--- config.mk ---
export PLATFORM = sky130hd
export DESIGN_NAME = torus_router
export DESIGN_NICKNAME = d
export VERILOG_FILES = /design/src/rtl/torus_router_pkg.sv /design/src/rtl/torus_router_fifo.sv /design/src/rtl/torus_router_route.sv /design/src/rtl/torus_router_rr.sv /design/src/rtl/torus_router.sv
export SDC_FILE = /design/constraint.sdc
export NUM_CORES = 1
export LEC_CHECK = 0
export ABC_AREA = 1
export BUFFER_PORTS_ARGS = -buffer_cell sky130_fd_sc_hd__buf_4
export CAP_MARGIN = 20
export CORE_MARGIN = 2
export CORE_UTILIZATION = 30
export CTS_CLUSTER_DIAMETER = 150
export DETAILED_ROUTE_END_ITERATION = 12
export PLACE_DENSITY_LB_ADDON = 0.3
export REMOVE_ABC_BUFFERS = 1
export SLEW_MARGIN = 20
export SYNTH_ARGS = -nofsm -noshare
export SYNTH_HDL_FRONTEND = slang
export SYNTH_SLANG_ARGS = --single-unit
--- constraint.sdc ---
create_clock -name clk -period 5.3 [get_ports clk]
set_input_delay 0.53 -clock clk [delete_from_list [all_inputs] [get_ports clk]]
set_output_delay 0.53 -clock clk [all_outputs]
set_load 0.02 [all_outputs]
--- src/rtl/torus_router_pkg.sv ---
// Shared constants for the torus router: flit layout and the numbering of
// input and output virtual channels. Assumes 16-bit flits whose two top bits
// carry the tail and head flags.
package torus_router_pkg;
    localparam int FLIT_W   = 16;
    localparam int TAIL_BIT = FLIT_W - 1;
    localparam int HEAD_BIT = FLIT_W - 2;

    // Channel numbering: 0/1 X link vc0/vc1, 2/3 Y link vc0/vc1, 4 local.
    localparam int NUM_CH   = 5;
    localparam int NUM_PORT = 3;
    localparam int P_X      = 0;
    localparam int P_Y      = 1;
    localparam int P_LOC    = 2;
    localparam int CH_W     = 3;

    // Physical port that carries a given channel index.
    function automatic logic [1:0] ch_port(input logic [CH_W-1:0] ch);
        return ch[2] ? 2'd2 : {1'b0, ch[1]};
    endfunction
endpackage

--- src/rtl/torus_router_fifo.sv ---
// Flit queue for one input virtual channel.
// Assumes the caller never pushes when full and never pops when empty.
module torus_router_fifo #(
    parameter int W     = 16,
    parameter int DEPTH = 4
) (
    input  logic         clk,
    input  logic         rst_n,
    input  logic         push,
    input  logic [W-1:0] din,
    input  logic         pop,
    output logic [W-1:0] dout,
    output logic         empty,
    output logic         full
);
    localparam int AW   = (DEPTH > 1) ? $clog2(DEPTH) : 1;
    localparam int CNTW = $clog2(DEPTH + 1);

    logic [W-1:0]    mem_q [DEPTH];
    logic [AW-1:0]   rd_q, wr_q;
    logic [CNTW-1:0] cnt_q;

    // Storage write; the contents need no reset.
    always_ff @(posedge clk) begin
        if (push) mem_q[wr_q] <= din;
    end

    // Pointer and occupancy bookkeeping.
    always_ff @(posedge clk) begin
        if (!rst_n) begin
            rd_q  <= '0;
            wr_q  <= '0;
            cnt_q <= '0;
        end else begin
            if (push) wr_q <= (wr_q == AW'(DEPTH - 1)) ? '0 : wr_q + 1'b1;
            if (pop)  rd_q <= (rd_q == AW'(DEPTH - 1)) ? '0 : rd_q + 1'b1;
            case ({push, pop})
                2'b10:   cnt_q <= cnt_q + 1'b1;
                2'b01:   cnt_q <= cnt_q - 1'b1;
                default: cnt_q <= cnt_q;
            endcase
        end
    end

    assign dout  = mem_q[rd_q];
    assign empty = (cnt_q == '0);
    assign full  = (cnt_q == CNTW'(DEPTH));
endmodule

--- src/rtl/torus_router_route.sv ---
// Dimension-order route and channel selection for one input channel.
// X is resolved first. Channel 1 is taken on the wrap hop of a ring.
// A turn or an injection restarts on channel 0.
// Assumes the torus links run toward increasing coordinates.
module torus_router_route
    import torus_router_pkg::*;
#(
    parameter int NX      = 4,
    parameter int NY      = 4,
    parameter int CW      = 2,
    parameter int IN_PORT = P_LOC,
    parameter int IN_VC   = 0
) (
    input  logic [2*CW-1:0] dest,
    input  logic [CW-1:0]   node_x,
    input  logic [CW-1:0]   node_y,
    output logic [CH_W-1:0] out_ch
);
    localparam logic ARRIVE_VC = 1'(IN_VC);

    logic [CW-1:0] dst_x, dst_y;
    logic          vc;

    assign dst_x = dest[2*CW-1:CW];
    assign dst_y = dest[CW-1:0];

    // Choose output port and virtual channel.
    always_comb begin
        vc = 1'b0;
        if (dst_x != node_x) begin
            vc     = (node_x == CW'(NX - 1)) ? 1'b1 : ((IN_PORT == P_X) ? ARRIVE_VC : 1'b0);
            out_ch = {2'b00, vc};
        end else if (dst_y != node_y) begin
            vc     = (node_y == CW'(NY - 1)) ? 1'b1 : ((IN_PORT == P_Y) ? ARRIVE_VC : 1'b0);
            out_ch = {2'b01, vc};
        end else begin
            out_ch = 3'd4;
        end
    end
endmodule

--- src/rtl/torus_router_rr.sv ---
// Round-robin arbiter. The search starts one past the last winner.
// Assumes requests may change every cycle.
module torus_router_rr #(
    parameter int N = 5
) (
    input  logic         clk,
    input  logic         rst_n,
    input  logic [N-1:0] req,
    output logic [N-1:0] gnt
);
    localparam int IW = (N > 1) ? $clog2(N) : 1;

    logic [IW-1:0] ptr_q, win;
    logic          any;
    int            idx;

    // Find the first request at or after the pointer.
    always_comb begin
        gnt = '0;
        win = ptr_q;
        any = 1'b0;
        idx = 0;
        for (int k = 0; k < N; k++) begin
            idx = (int'(ptr_q) + k) % N;
            if (!any && req[idx]) begin
                gnt[idx] = 1'b1;
                win      = IW'(idx);
                any      = 1'b1;
            end
        end
    end

    // Move the pointer past the winner.
    always_ff @(posedge clk) begin
        if (!rst_n)   ptr_q <= '0;
        else if (any) ptr_q <= (win == IW'(N - 1)) ? '0 : win + 1'b1;
    end
endmodule

--- src/rtl/torus_router.sv ---
// Torus node router with wormhole switching and two virtual channels per
// ring link. Inputs: X link, Y link, local inject. Outputs: X link, Y link,
// local eject. Assumptions:
//  - A sender raises at most one channel valid per link per cycle.
//  - node_x and node_y stay constant while traffic flows.
// An output valid depends on that output's ready in the same cycle. Input
// readies come from registered FIFO state, so chained routers form no
// combinational loop.
module torus_router
    import torus_router_pkg::*;
#(
    parameter int NX    = 4,
    parameter int NY    = 4,
    parameter int CW    = $clog2((NX > NY) ? NX : NY),
    parameter int DEPTH = 4
) (
    input  logic              clk,
    input  logic              rst_n,
    input  logic [CW-1:0]     node_x,
    input  logic [CW-1:0]     node_y,
    input  logic [1:0]        xin_valid,
    input  logic [FLIT_W-1:0] xin_data,
    output logic [1:0]        xin_ready,
    input  logic [1:0]        yin_valid,
    input  logic [FLIT_W-1:0] yin_data,
    output logic [1:0]        yin_ready,
    input  logic              inj_valid,
    input  logic [FLIT_W-1:0] inj_data,
    output logic              inj_ready,
    output logic [1:0]        xout_valid,
    output logic [FLIT_W-1:0] xout_data,
    input  logic [1:0]        xout_ready,
    output logic [1:0]        yout_valid,
    output logic [FLIT_W-1:0] yout_data,
    input  logic [1:0]        yout_ready,
    output logic              ej_valid,
    output logic [FLIT_W-1:0] ej_data,
    input  logic              ej_ready
);
    logic [NUM_CH-1:0] in_valid_v, ch_push, ch_pop, ch_empty, ch_full;
    logic [FLIT_W-1:0] ch_din   [NUM_CH];
    logic [FLIT_W-1:0] ch_front [NUM_CH];
    logic [CH_W-1:0]   head_ch  [NUM_CH];
    logic [CH_W-1:0]   want_ch  [NUM_CH];
    logic [CH_W-1:0]   held_ch_q[NUM_CH];
    logic [NUM_CH-1:0] held_q, want;
    logic [NUM_CH-1:0] out_busy, out_ready_v, out_valid_v;
    logic [NUM_CH-1:0] port_req [NUM_PORT];
    logic [NUM_CH-1:0] port_gnt [NUM_PORT];
    logic [FLIT_W-1:0] port_data[NUM_PORT];

    assign in_valid_v  = {inj_valid, yin_valid, xin_valid};
    assign out_ready_v = {ej_ready, yout_ready, xout_ready};
    assign ch_din[0] = xin_data;
    assign ch_din[1] = xin_data;
    assign ch_din[2] = yin_data;
    assign ch_din[3] = yin_data;
    assign ch_din[4] = inj_data;
    assign ch_push   = in_valid_v & ~ch_full;

    assign xin_ready = ~ch_full[1:0];
    assign yin_ready = ~ch_full[3:2];
    assign inj_ready = ~ch_full[4];

    // One queue, one route unit and one path latch per input channel.
    for (genvar i = 0; i < NUM_CH; i++) begin : g_in
        torus_router_fifo #(.W(FLIT_W), .DEPTH(DEPTH)) fifo_i (
            .clk   (clk),
            .rst_n (rst_n),
            .push  (ch_push[i]),
            .din   (ch_din[i]),
            .pop   (ch_pop[i]),
            .dout  (ch_front[i]),
            .empty (ch_empty[i]),
            .full  (ch_full[i])
        );

        torus_router_route #(
            .NX(NX), .NY(NY), .CW(CW),
            .IN_PORT((i < 4) ? (i / 2) : P_LOC),
            .IN_VC  ((i < 4) ? (i % 2) : 0)
        ) route_i (
            .dest   (ch_front[i][2*CW-1:0]),
            .node_x (node_x),
            .node_y (node_y),
            .out_ch (head_ch[i])
        );

        // Hold the path from a sent head until its tail is sent.
        always_ff @(posedge clk) begin
            if (!rst_n) begin
                held_q[i]    <= 1'b0;
                held_ch_q[i] <= '0;
            end else if (ch_pop[i]) begin
                if (ch_front[i][TAIL_BIT]) begin
                    held_q[i] <= 1'b0;
                end else if (ch_front[i][HEAD_BIT]) begin
                    held_q[i]    <= 1'b1;
                    held_ch_q[i] <= head_ch[i];
                end
            end
        end
    end

    // Output channels reserved by packets still in flight.
    always_comb begin
        out_busy = '0;
        for (int i = 0; i < NUM_CH; i++)
            if (held_q[i]) out_busy[held_ch_q[i]] = 1'b1;
    end

    // Each input's request: a held path, or a head aimed at a free channel.
    always_comb begin
        for (int i = 0; i < NUM_CH; i++) begin
            want_ch[i] = held_q[i] ? held_ch_q[i] : head_ch[i];
            want[i]    = !ch_empty[i] && out_ready_v[want_ch[i]] &&
                         (held_q[i] || (ch_front[i][HEAD_BIT] && !out_busy[head_ch[i]]));
        end
    end

    // Sort the requests by physical output port.
    always_comb begin
        for (int p = 0; p < NUM_PORT; p++)
            for (int i = 0; i < NUM_CH; i++)
                port_req[p][i] = want[i] && (ch_port(want_ch[i]) == 2'(p));
    end

    for (genvar p = 0; p < NUM_PORT; p++) begin : g_arb
        torus_router_rr #(.N(NUM_CH)) arb_i (
            .clk   (clk),
            .rst_n (rst_n),
            .req   (port_req[p]),
            .gnt   (port_gnt[p])
        );
    end

    // Switch: pop the winners and drive each port's data and channel valid.
    always_comb begin
        ch_pop      = '0;
        out_valid_v = '0;
        for (int p = 0; p < NUM_PORT; p++) begin
            port_data[p] = '0;
            ch_pop       = ch_pop | port_gnt[p];
            for (int i = 0; i < NUM_CH; i++) begin
                if (port_gnt[p][i]) begin
                    port_data[p]            = ch_front[i];
                    out_valid_v[want_ch[i]] = 1'b1;
                end
            end
        end
    end

    assign xout_valid = out_valid_v[1:0];
    assign yout_valid = out_valid_v[3:2];
    assign ej_valid   = out_valid_v[4];
    assign xout_data  = port_data[P_X];
    assign yout_data  = port_data[P_Y];
    assign ej_data    = port_data[P_LOC];
endmodule

Word level (Yosys, flattened, before mapping)
Memories as Yosys holds them, arrays and structs flattened. A register that Yosys moved wholly into a read port is not among the register bits.
Cells that the tools add are included.
{"block": "word_totals", "word_cells": 641, "output_inout_bits": 58, "memories": 6, "inputBits": 64, "ram_bits": 335, "register_bits": 49, "latch_bits": 0, "romBits": 0}
{"block": "classes", "muxes": 296, "n_lt_le_gt_ge": 55, "div": 15, "n_addsub": 35, "n_bitwise": 42, "n_reduce_logical": 119, "eq_ne": 50, "n_mul": 0, "shifts": 0}
{"memory": "g_in[0].fifo_i.mem_q", "depth": 4, "word_bits": 16, "read_ports": 1, "rd_ports_with_merged_regs": 1, "write_ports": 1, "line": "torus_router_fifo.sv:19", "text": "logic [W-1:0] mem_q [DEPTH];"}
{"memory": "g_in[1].fifo_i.mem_q", "depth": 4, "word_bits": 16, "read_ports": 1, "rd_ports_with_merged_regs": 1, "write_ports": 1, "line": "torus_router_fifo.sv:19"}
{"memory": "g_in[2].fifo_i.mem_q", "depth": 4, "word_bits": 16, "read_ports": 1, "rd_ports_with_merged_regs": 1, "write_ports": 1, "line": "torus_router_fifo.sv:19"}
{"memory": "g_in[3].fifo_i.mem_q", "depth": 4, "word_bits": 16, "read_ports": 1, "rd_ports_with_merged_regs": 1, "write_ports": 1, "line": "torus_router_fifo.sv:19"}
{"memory": "g_in[4].fifo_i.mem_q", "depth": 4, "word_bits": 16, "read_ports": 1, "rd_ports_with_merged_regs": 1, "write_ports": 1, "line": "torus_router_fifo.sv:19"}
{"memory": "held_ch_q", "depth": 5, "word_bits": 3, "read_ports": 5, "rd_ports_with_merged_regs": 0, "write_ports": 5, "line": "torus_router.sv:45", "text": "logic [CH_W-1:0] held_ch_q[NUM_CH];"}
{"op": "32-bit by 1-bit >= comparator with 1-bit output (second input constant)", "n": 15}
{"op": "32-bit by 5-bit < comparator with 1-bit output (second input constant)", "n": 15}
{"op": "32-bit by 4-bit modulo with 32-bit output (second input constant)", "n": 12}
{"op": "16-bit two-way mux", "n": 15}
{"op": "5-bit two-way mux", "n": 35}
{"op": "5-bit OR", "n": 32}
{"op": "1-bit two-way mux", "n": 128}
{"op": "3-bit two-way mux", "n": 38}
{"op": "4-bit by 4-bit modulo with 32-bit output (second input constant)", "n": 3}
{"op": "1-bit binary-select mux with 3-bit select", "n": 25}
{"op": "1-bit demux with 3-bit select", "n": 25}
{"op": "1-bit logical AND", "n": 67}
{"op": "3-bit by 4-bit < comparator with 1-bit output (second input constant)", "n": 15}
{"op": "2-bit two-way mux", "n": 25}
{"op": "2-bit equality test (second input constant)", "n": 22}
{"op": "3-bit by 1-bit >= comparator with 1-bit output (second input constant)", "n": 10}
{"op": "3-bit one-hot mux with 2 select lines", "n": 5}
{"op": "3-bit by 1-bit adder with 3-bit output (second input constant)", "n": 8}
{"op": "3-bit by 2-bit adder with 4-bit output (second input constant)", "n": 6}
{"op": "3-bit equality test (second input constant)", "n": 8}
{"op": "1-bit logical NOT", "n": 22}
{"op": "2-bit by 1-bit adder with 2-bit output (second input constant)", "n": 10}
{"op": "2-bit by 1-bit equality test with 1-bit output (second input constant)", "n": 10}
{"op": "2-bit != test", "n": 10}
{"op": "other kinds (13)", "n": 51}

Logic depth before layout (Yosys ltp)
An unclocked memory read counts as a cell.
{"block": "depth", "word_depth": 66, "mapped_depth": 39, "ltp_nobuf": 38}

Modules after synthesis
From an unflattened synthesis, not the netlist that was laid out.
{"block": "hier_totals", "cells_unflattened": 3111, "hier_area_um2": 25877.3}
{"module": "torus_router_fifo (g_in[0].fifo_i ...)", "cells_per_inst": 214, "area_each_um2": 2815.2, "instances": 3, "seq_area_each_um2": 2102.0}
{"module": "torus_router_fifo (g_in[1].fifo_i ...)", "cells_per_inst": 214, "area_each_um2": 2927.8, "instances": 2, "seq_area_each_um2": 2102.0}
{"module": "torus_router_rr (g_arb[0].arb_i ...)", "cells_per_inst": 396, "area_each_um2": 2316.0, "instances": 2, "seq_area_each_um2": 60.1}
{"module": "torus_router", "cells_per_inst": 732, "area_each_um2": 4085.2, "instances": 1, "seq_area_each_um2": 550.5}
{"module": "torus_router_rr (g_arb[2].arb_i)", "cells_per_inst": 370, "area_each_um2": 2249.7, "instances": 1, "seq_area_each_um2": 60.1}
{"module": "torus_router_route (g_in[0].route_i ...)", "cells_per_inst": 30, "area_each_um2": 121.4, "instances": 3, "seq_area_each_um2": 0.0}
{"module": "torus_router_route (g_in[1].route_i)", "cells_per_inst": 33, "area_each_um2": 141.4, "instances": 1, "seq_area_each_um2": 0.0}
{"module": "torus_router_route (g_in[3].route_i)", "cells_per_inst": 24, "area_each_um2": 103.8, "instances": 1, "seq_area_each_um2": 0.0}

Worst setup path after synthesis
OpenSTA, ideal clock, no wires.
{"block": "synth_timing", "path_kind": "register -> register", "startpoint": "register g_arb[2].arb_i.ptr_q[0]", "endpoint": "register g_in[2].fifo_i.cnt_q[2]", "setup_ps": 122, "arrival_ps": 5183, "path_slack_ps": -6, "t_required_ps": 5178, "n_path_buf": 2, "period_less_slack_ps": 5306, "stages_incl_launch_ff": 36, "path_cell_list": "dfxtp_1 -> clkbuf_1 -> inv_1 -> ha_1 -> clkinv_1 -> ha_1 -> inv_1 -> nand3_1 -> nand2_2 -> xor2_2 -> nand2_1 -> nand2_1 -> nand2_1 -> nor3_2 -> inv_2 -> nand2_1 -> nand2_1 -> nor2_1 -> inv_1 -> nor2_1 -> o21ai_0 -> nand3_1 -> nor2_4 -> inv_2 -> nand3_4 -> nor3_2 -> nor2_4 -> nand3_2 -> buf_6 -> ha_1 -> inv_1 -> fa_1 -> a21oi_1 -> o21ai_0 -> o21ai_0 -> a21oi_1"}
{"block": "synth_between", "elab_chain_len": 20, "word_cells_on_any_way": 75, "classes_between": "add/sub (4); div (5); order compare (10); eq/ne (2); mux (35); bitwise (5); reduce/logical (14)"}
{"item": "start, declared", "line": "torus_router_rr.sv:13", "text": "logic [IW-1:0] ptr_q, win;"}
{"item": "start signal, assigned", "line": "torus_router_rr.sv:36", "text": "else if (any) ptr_q <= (win == IW'(N - 1)) ? '0 : win + 1'b1;"}
{"item": "parallel branches: the longest is 16 deep, another holds 32-bit by 4-bit modulo with 32-bit output"}
{"item": "5-bit two-way mux (*)", "line": "torus_router_rr.sv:25", "text": "if (!any && req[idx]) begin"}
{"item": "5-bit OR (*)", "line": "torus_router.sv:143", "text": "ch_pop = ch_pop | port_gnt[p];"}
{"item": "net g_in[2].fifo_i.pop", "line": "torus_router_fifo.sv:11", "text": "input logic pop,"}
{"item": "2-bit by 1-bit equality test with 1-bit output / 2-bit equality test (equally long branches)", "line": "torus_router_fifo.sv:37", "text": "case ({push, pop})"}
{"item": "3-bit one-hot mux with 2 select lines / 2-bit nonzero test (equally long branches)"}
{"item": "end signal, assigned", "line": "torus_router_fifo.sv:38", "text": "2'b10: cnt_q <= cnt_q + 1'b1;"}
{"item": "end signal, assigned", "line": "torus_router_fifo.sv:39", "text": "2'b01: cnt_q <= cnt_q - 1'b1;"}
{"item": "end signal, assigned", "line": "torus_router_fifo.sv:40", "text": "default: cnt_q <= cnt_q;"}
{"item": "end, declared", "line": "torus_router_fifo.sv:21", "text": "logic [CNTW-1:0] cnt_q;"}
Mark *: on every way through the listed nets, which the timed path passes. The select of a mux whose other input is x is not followed.
A chain may end at the register's enable or synchronous reset.

Final worst setup path
{"block": "layout_timing", "startpoint": "register g_arb[1].arb_i.ptr_q[0]", "endpoint": "output yout_data[1]"}
{"block": "layout_between", "elab_chain_len": 22, "word_cells_on_any_way": 75, "classes_between": "add/sub (4); div (5); order compare (10); mux (39); bitwise (4); reduce/logical (13)"}
{"item": "start, declared", "line": "torus_router_rr.sv:13"}
{"item": "start signal, assigned", "line": "torus_router_rr.sv:36"}
{"item": "parallel branches: the longest is 16 deep, another holds 32-bit by 4-bit modulo with 32-bit output"}
{"item": "5-bit two-way mux (*)", "line": "torus_router_rr.sv:25"}
{"item": "16-bit two-way mux (4 in a row)", "line": "torus_router.sv:145", "text": "if (port_gnt[p][i]) begin"}
{"item": "16-bit two-way mux (*)", "line": "torus_router.sv:145"}
{"item": "end, declared", "line": "torus_router.sv:34", "text": "output logic [FLIT_W-1:0] yout_data,"}
Every way passes the cells marked *. The select of a mux whose other input is x is not followed.

==> impl_metrics.csv <==
group,metric,value,unit
status,outcome,"complete, but fails checks",
status,violations,"negative setup slack",
worst_setup_path,reg2reg_depth,34,
floorplanning,fp.dieH,296,um
routing,ant_nets,0,
cts,clk_latency,0.60,ns
grt,overflow,0,
final_layout,drive_gt1_share,33.6,%
grt,antenna_found_initial,3,
timing,fin_skew,0.0237,ns
routing,drc,0,
timing,grt_setup_unrepaired,"yes",
worst_setup_path,critical_path_class,"register to output pin",
job,max_cap_viol_count,0,
worst_setup_path,required,4.77,ns
synth,synth_top_area_cell,"edfxtp_1",
cts,cts-root-buf,"clkbuf_16",
cts,htreeDepth,2,
timing,holdWs,0.137,ns
synth,synth-seq-cells,394,
grt,grt_pass1_wl,131000,um
worst_setup_path,worstPathMaxFanout,6,
timing,setup_tns,-0.900,ns
routing,first_pass_iters,8,
floorplanning,io_pins,122,
place,post-place-ws,0.000217,ns
place,routabilityCongestion,0.941,
synth,ys_warn_count,0,
worst_setup_path,crit_slowest_cell,"dfxtp_4",
grt,track_usage,19.4,%
floorplanning,dieWidth,296,um
cts,hold_buffers,0,
timing,min_period,5.42,ns
routing,drt_iter0_markers,2246,
timing,fmax,184,MHz
cts,cts_tree,"yes",
synth,syn-cell-area,0.0255,mm^2
final_layout,final_area,0.0357,mm^2
final_layout,finalNetCount,3936,
hold_path,hold_depth,1,
cts,max-clock-path-buffers,3,
worst_setup_path,crit_path_start_kind,"register",
floorplanning,die-area,0.0875,mm^2
worst_setup_path,r2r_slack,0.16,ns
place,hpwl,61500,um
cts,clkSinkCount,394,
routing,num_vias,24592,
place,io_buffers,121,
synth,yosysUniqueCellTypes,57,
synth,synth_ff_type,"edfxtp_1",
timing,report.final.slew_viol_count,0,
worst_setup_path,cp_slowest_stage_delay,0.37,ns
routing,wirelength,90800,um
cts,path_clk_slew,0.08,ns
timing,slew_headroom,37.0,%
synth,netlist_instances,3274,
worst_setup_path,arrival,4.89,ns
timing,worst_slack,-0.123,ns
synth,synth_edf_count,335,
synth,asyncSetResetFlopFracSynth,0,%
cts,cts_buffers,47,
synth,avgSynthCellArea,7.80,um^2
final_layout,fillCellCount,8175,
routing,wire_per_inst,18.4,um
synth,ys_seq_area_share,44.0,%
hold_path,hold_class,"input port to register",
timing,timing.final.hold_violations,0,
grt,grt_pass1_vias,22253,
grt,grt_max_degree,40,
floorplanning,start_util,30.4,%
final_layout,synthToLayoutAreaGrowth,39.8,%
synth,synth_area_leaders,"edfxtp_1 (39%), nand2_1 (13%), nor2_1 (6.3%)",
synth,synth_top_area_share,39.4,%
floorplanning,core,0.0840,mm^2
timing,worstMarginPinSlew,0.944,ns
routing,via_per_inst,4.99,
timing,finalCritPeriodShare,102,%
place,dpl-instance-area,0.0286,mm^2
floorplanning,rows,106,
timing,setup_viol,17,
worst_setup_path,critPathCaptureType,"output pin",
worst_setup_path,cp_common_cell,"inv_4",
-- cells in the final DEF, fill, tap and decap left out, types with 10 or more instances in the layout --
| cell type | Yosys | routed |
|---|---|---|
| a21oi_1 | 109 | 98 |
| a21oi_2 | 5 | 11 |
| a32o_1 | 10 | 10 |
| buf_12 | 0 | 25 |
| buf_4 | 6 | 376 |
| buf_6 | 9 | 79 |
| clkbuf_16 | 0 | 52 |
| dfxtp_1 | 59 | 40 |
| dfxtp_2 | 0 | 12 |
| edfxtp_1 | 335 | 335 |
| ha_1 | 116 | 85 |
| ha_4 | 0 | 23 |
| inv_1 | 376 | 318 |
| inv_2 | 37 | 64 |
| inv_4 | 0 | 22 |
| inv_6 | 0 | 12 |
| nand2_1 | 868 | 716 |
| nand2_2 | 29 | 126 |
| nand2_4 | 1 | 54 |
| nand3_1 | 243 | 159 |
| nand3_2 | 17 | 75 |
| nand3_4 | 7 | 33 |
| nand4_1 | 67 | 67 |
| nor2_1 | 431 | 326 |
| nor2_2 | 27 | 73 |
| nor2_4 | 25 | 85 |
| nor3_1 | 38 | 26 |
| o211ai_1 | 10 | 10 |
| o21ai_0 | 205 | 162 |
| o21ai_1 | 13 | 29 |
| o21ai_2 | 5 | 23 |
| o22ai_1 | 51 | 51 |
| xor2_2 | 3 | 12 |
-- final timing paths --
kind,endpoint,from
min,g_in[4].fifo_i.mem_q[0][14],inj_data[14]
min reg2reg,g_in[4].fifo_i.cnt_q[0],g_in[4].fifo_i.cnt_q[0]
max reg2reg,g_in[0].fifo_i.cnt_q[1],g_arb[0].arb_i.ptr_q[1]
max,yout_data[1],g_arb[1].arb_i.ptr_q[0]
-- metal layers --
metal | global-route usage, % | part of all wire, % | vias up
met5 | 0 | 0.026 | -
li1 | - | - | 11850
met3 | 2.95 | 7.1 | 135
met1 | 25.9 | 42 | 11712
met4 | 5.68 | 2.7 | 4
met2 | 32.5 | 48 | 891
-- synthesized netlist by cell type, types with 29 or more instances --
library cell and n:
nand3_1 243, inv_1 376, nand4_1 67, ha_1 116, clkbuf_1 41, nand2_2 29, o22ai_1 51, nor3_1 38
o21ai_0 205, a21oi_1 109, nor2_1 431, edfxtp_1 335, nand2_1 868, dfxtp_1 59, inv_2 37
-- critical path: cells and delay by family, from the launching register on --
kind	cells	cell delay, ns
buffers and inverters	14	1.46
and+or+nand+nor	11	1.24
adders and majority gates	3	0.55
AOI/OAI and AO/OA	4	0.46
DFF	1	0.37
xor gates and xnor gates	1	0.18
-- state kept, by name, indices dropped and copies added, names as in the netlist, named ones only --
| signal | count |
|---|---|
| g_in.fifo_i.mem_q | 320 |
| g_in.fifo_i.cnt_q | 15 |
| held_ch_q | 15 |
| g_in.fifo_i.rd_q | 10 |
| g_in.fifo_i.wr_q | 10 |
| g_arb.arb_i.ptr_q | 9 |
| held_q | 5 |
-- layout make-up --
type                    instances  area, um^2  area share (%)
multi-input cells            2393       15200            42.5
flip-flops and latches        394       11300            31.6
repair buffers                498        4600            12.9
inverters                     414        1670            4.68
well taps                    1134        1420            3.97
clock buffers                  57        1220            3.43
clock inverters                31         313           0.876
repair inverters                2        18.8          0.0526
diodes                          1        2.50         0.00701
-- metrics by stage --
step	cells	util (%)
finish	4924	42.5
global route	4923	42.5
CTS	4790	38.5
detailed placement	4594	34.1
global placement	4594	34.1
floorplan	3200	-
-- cells by family after synthesis --
| logic type | count (synthesis) | share of synthesized area, % |
|---|---|---|
| flip-flops | 394 | 44.0 |
| adder cells (fa/ha/maj) | 122 | 6.16 |
| AO/OA/AOI/OAI | 453 | 10.1 |
| XOR/XNOR | 34 | 1.25 |
| buffers and inverters | 488 | 7.60 |
| AND/OR/NAND/NOR | 1783 | 30.9 |
-- what timing repair did --
action / CTS / global route
buffers inserted: 100 / 129
gates cloned: 8 / 6
setup endpoints to repair: 54 / 61
resized for setup: 320 / 606
pin swaps: 107 / 267
Power is left out: the tool's default activity adds up to more than one toggle a clock period on the data nets, which glitch-free logic cannot reach.
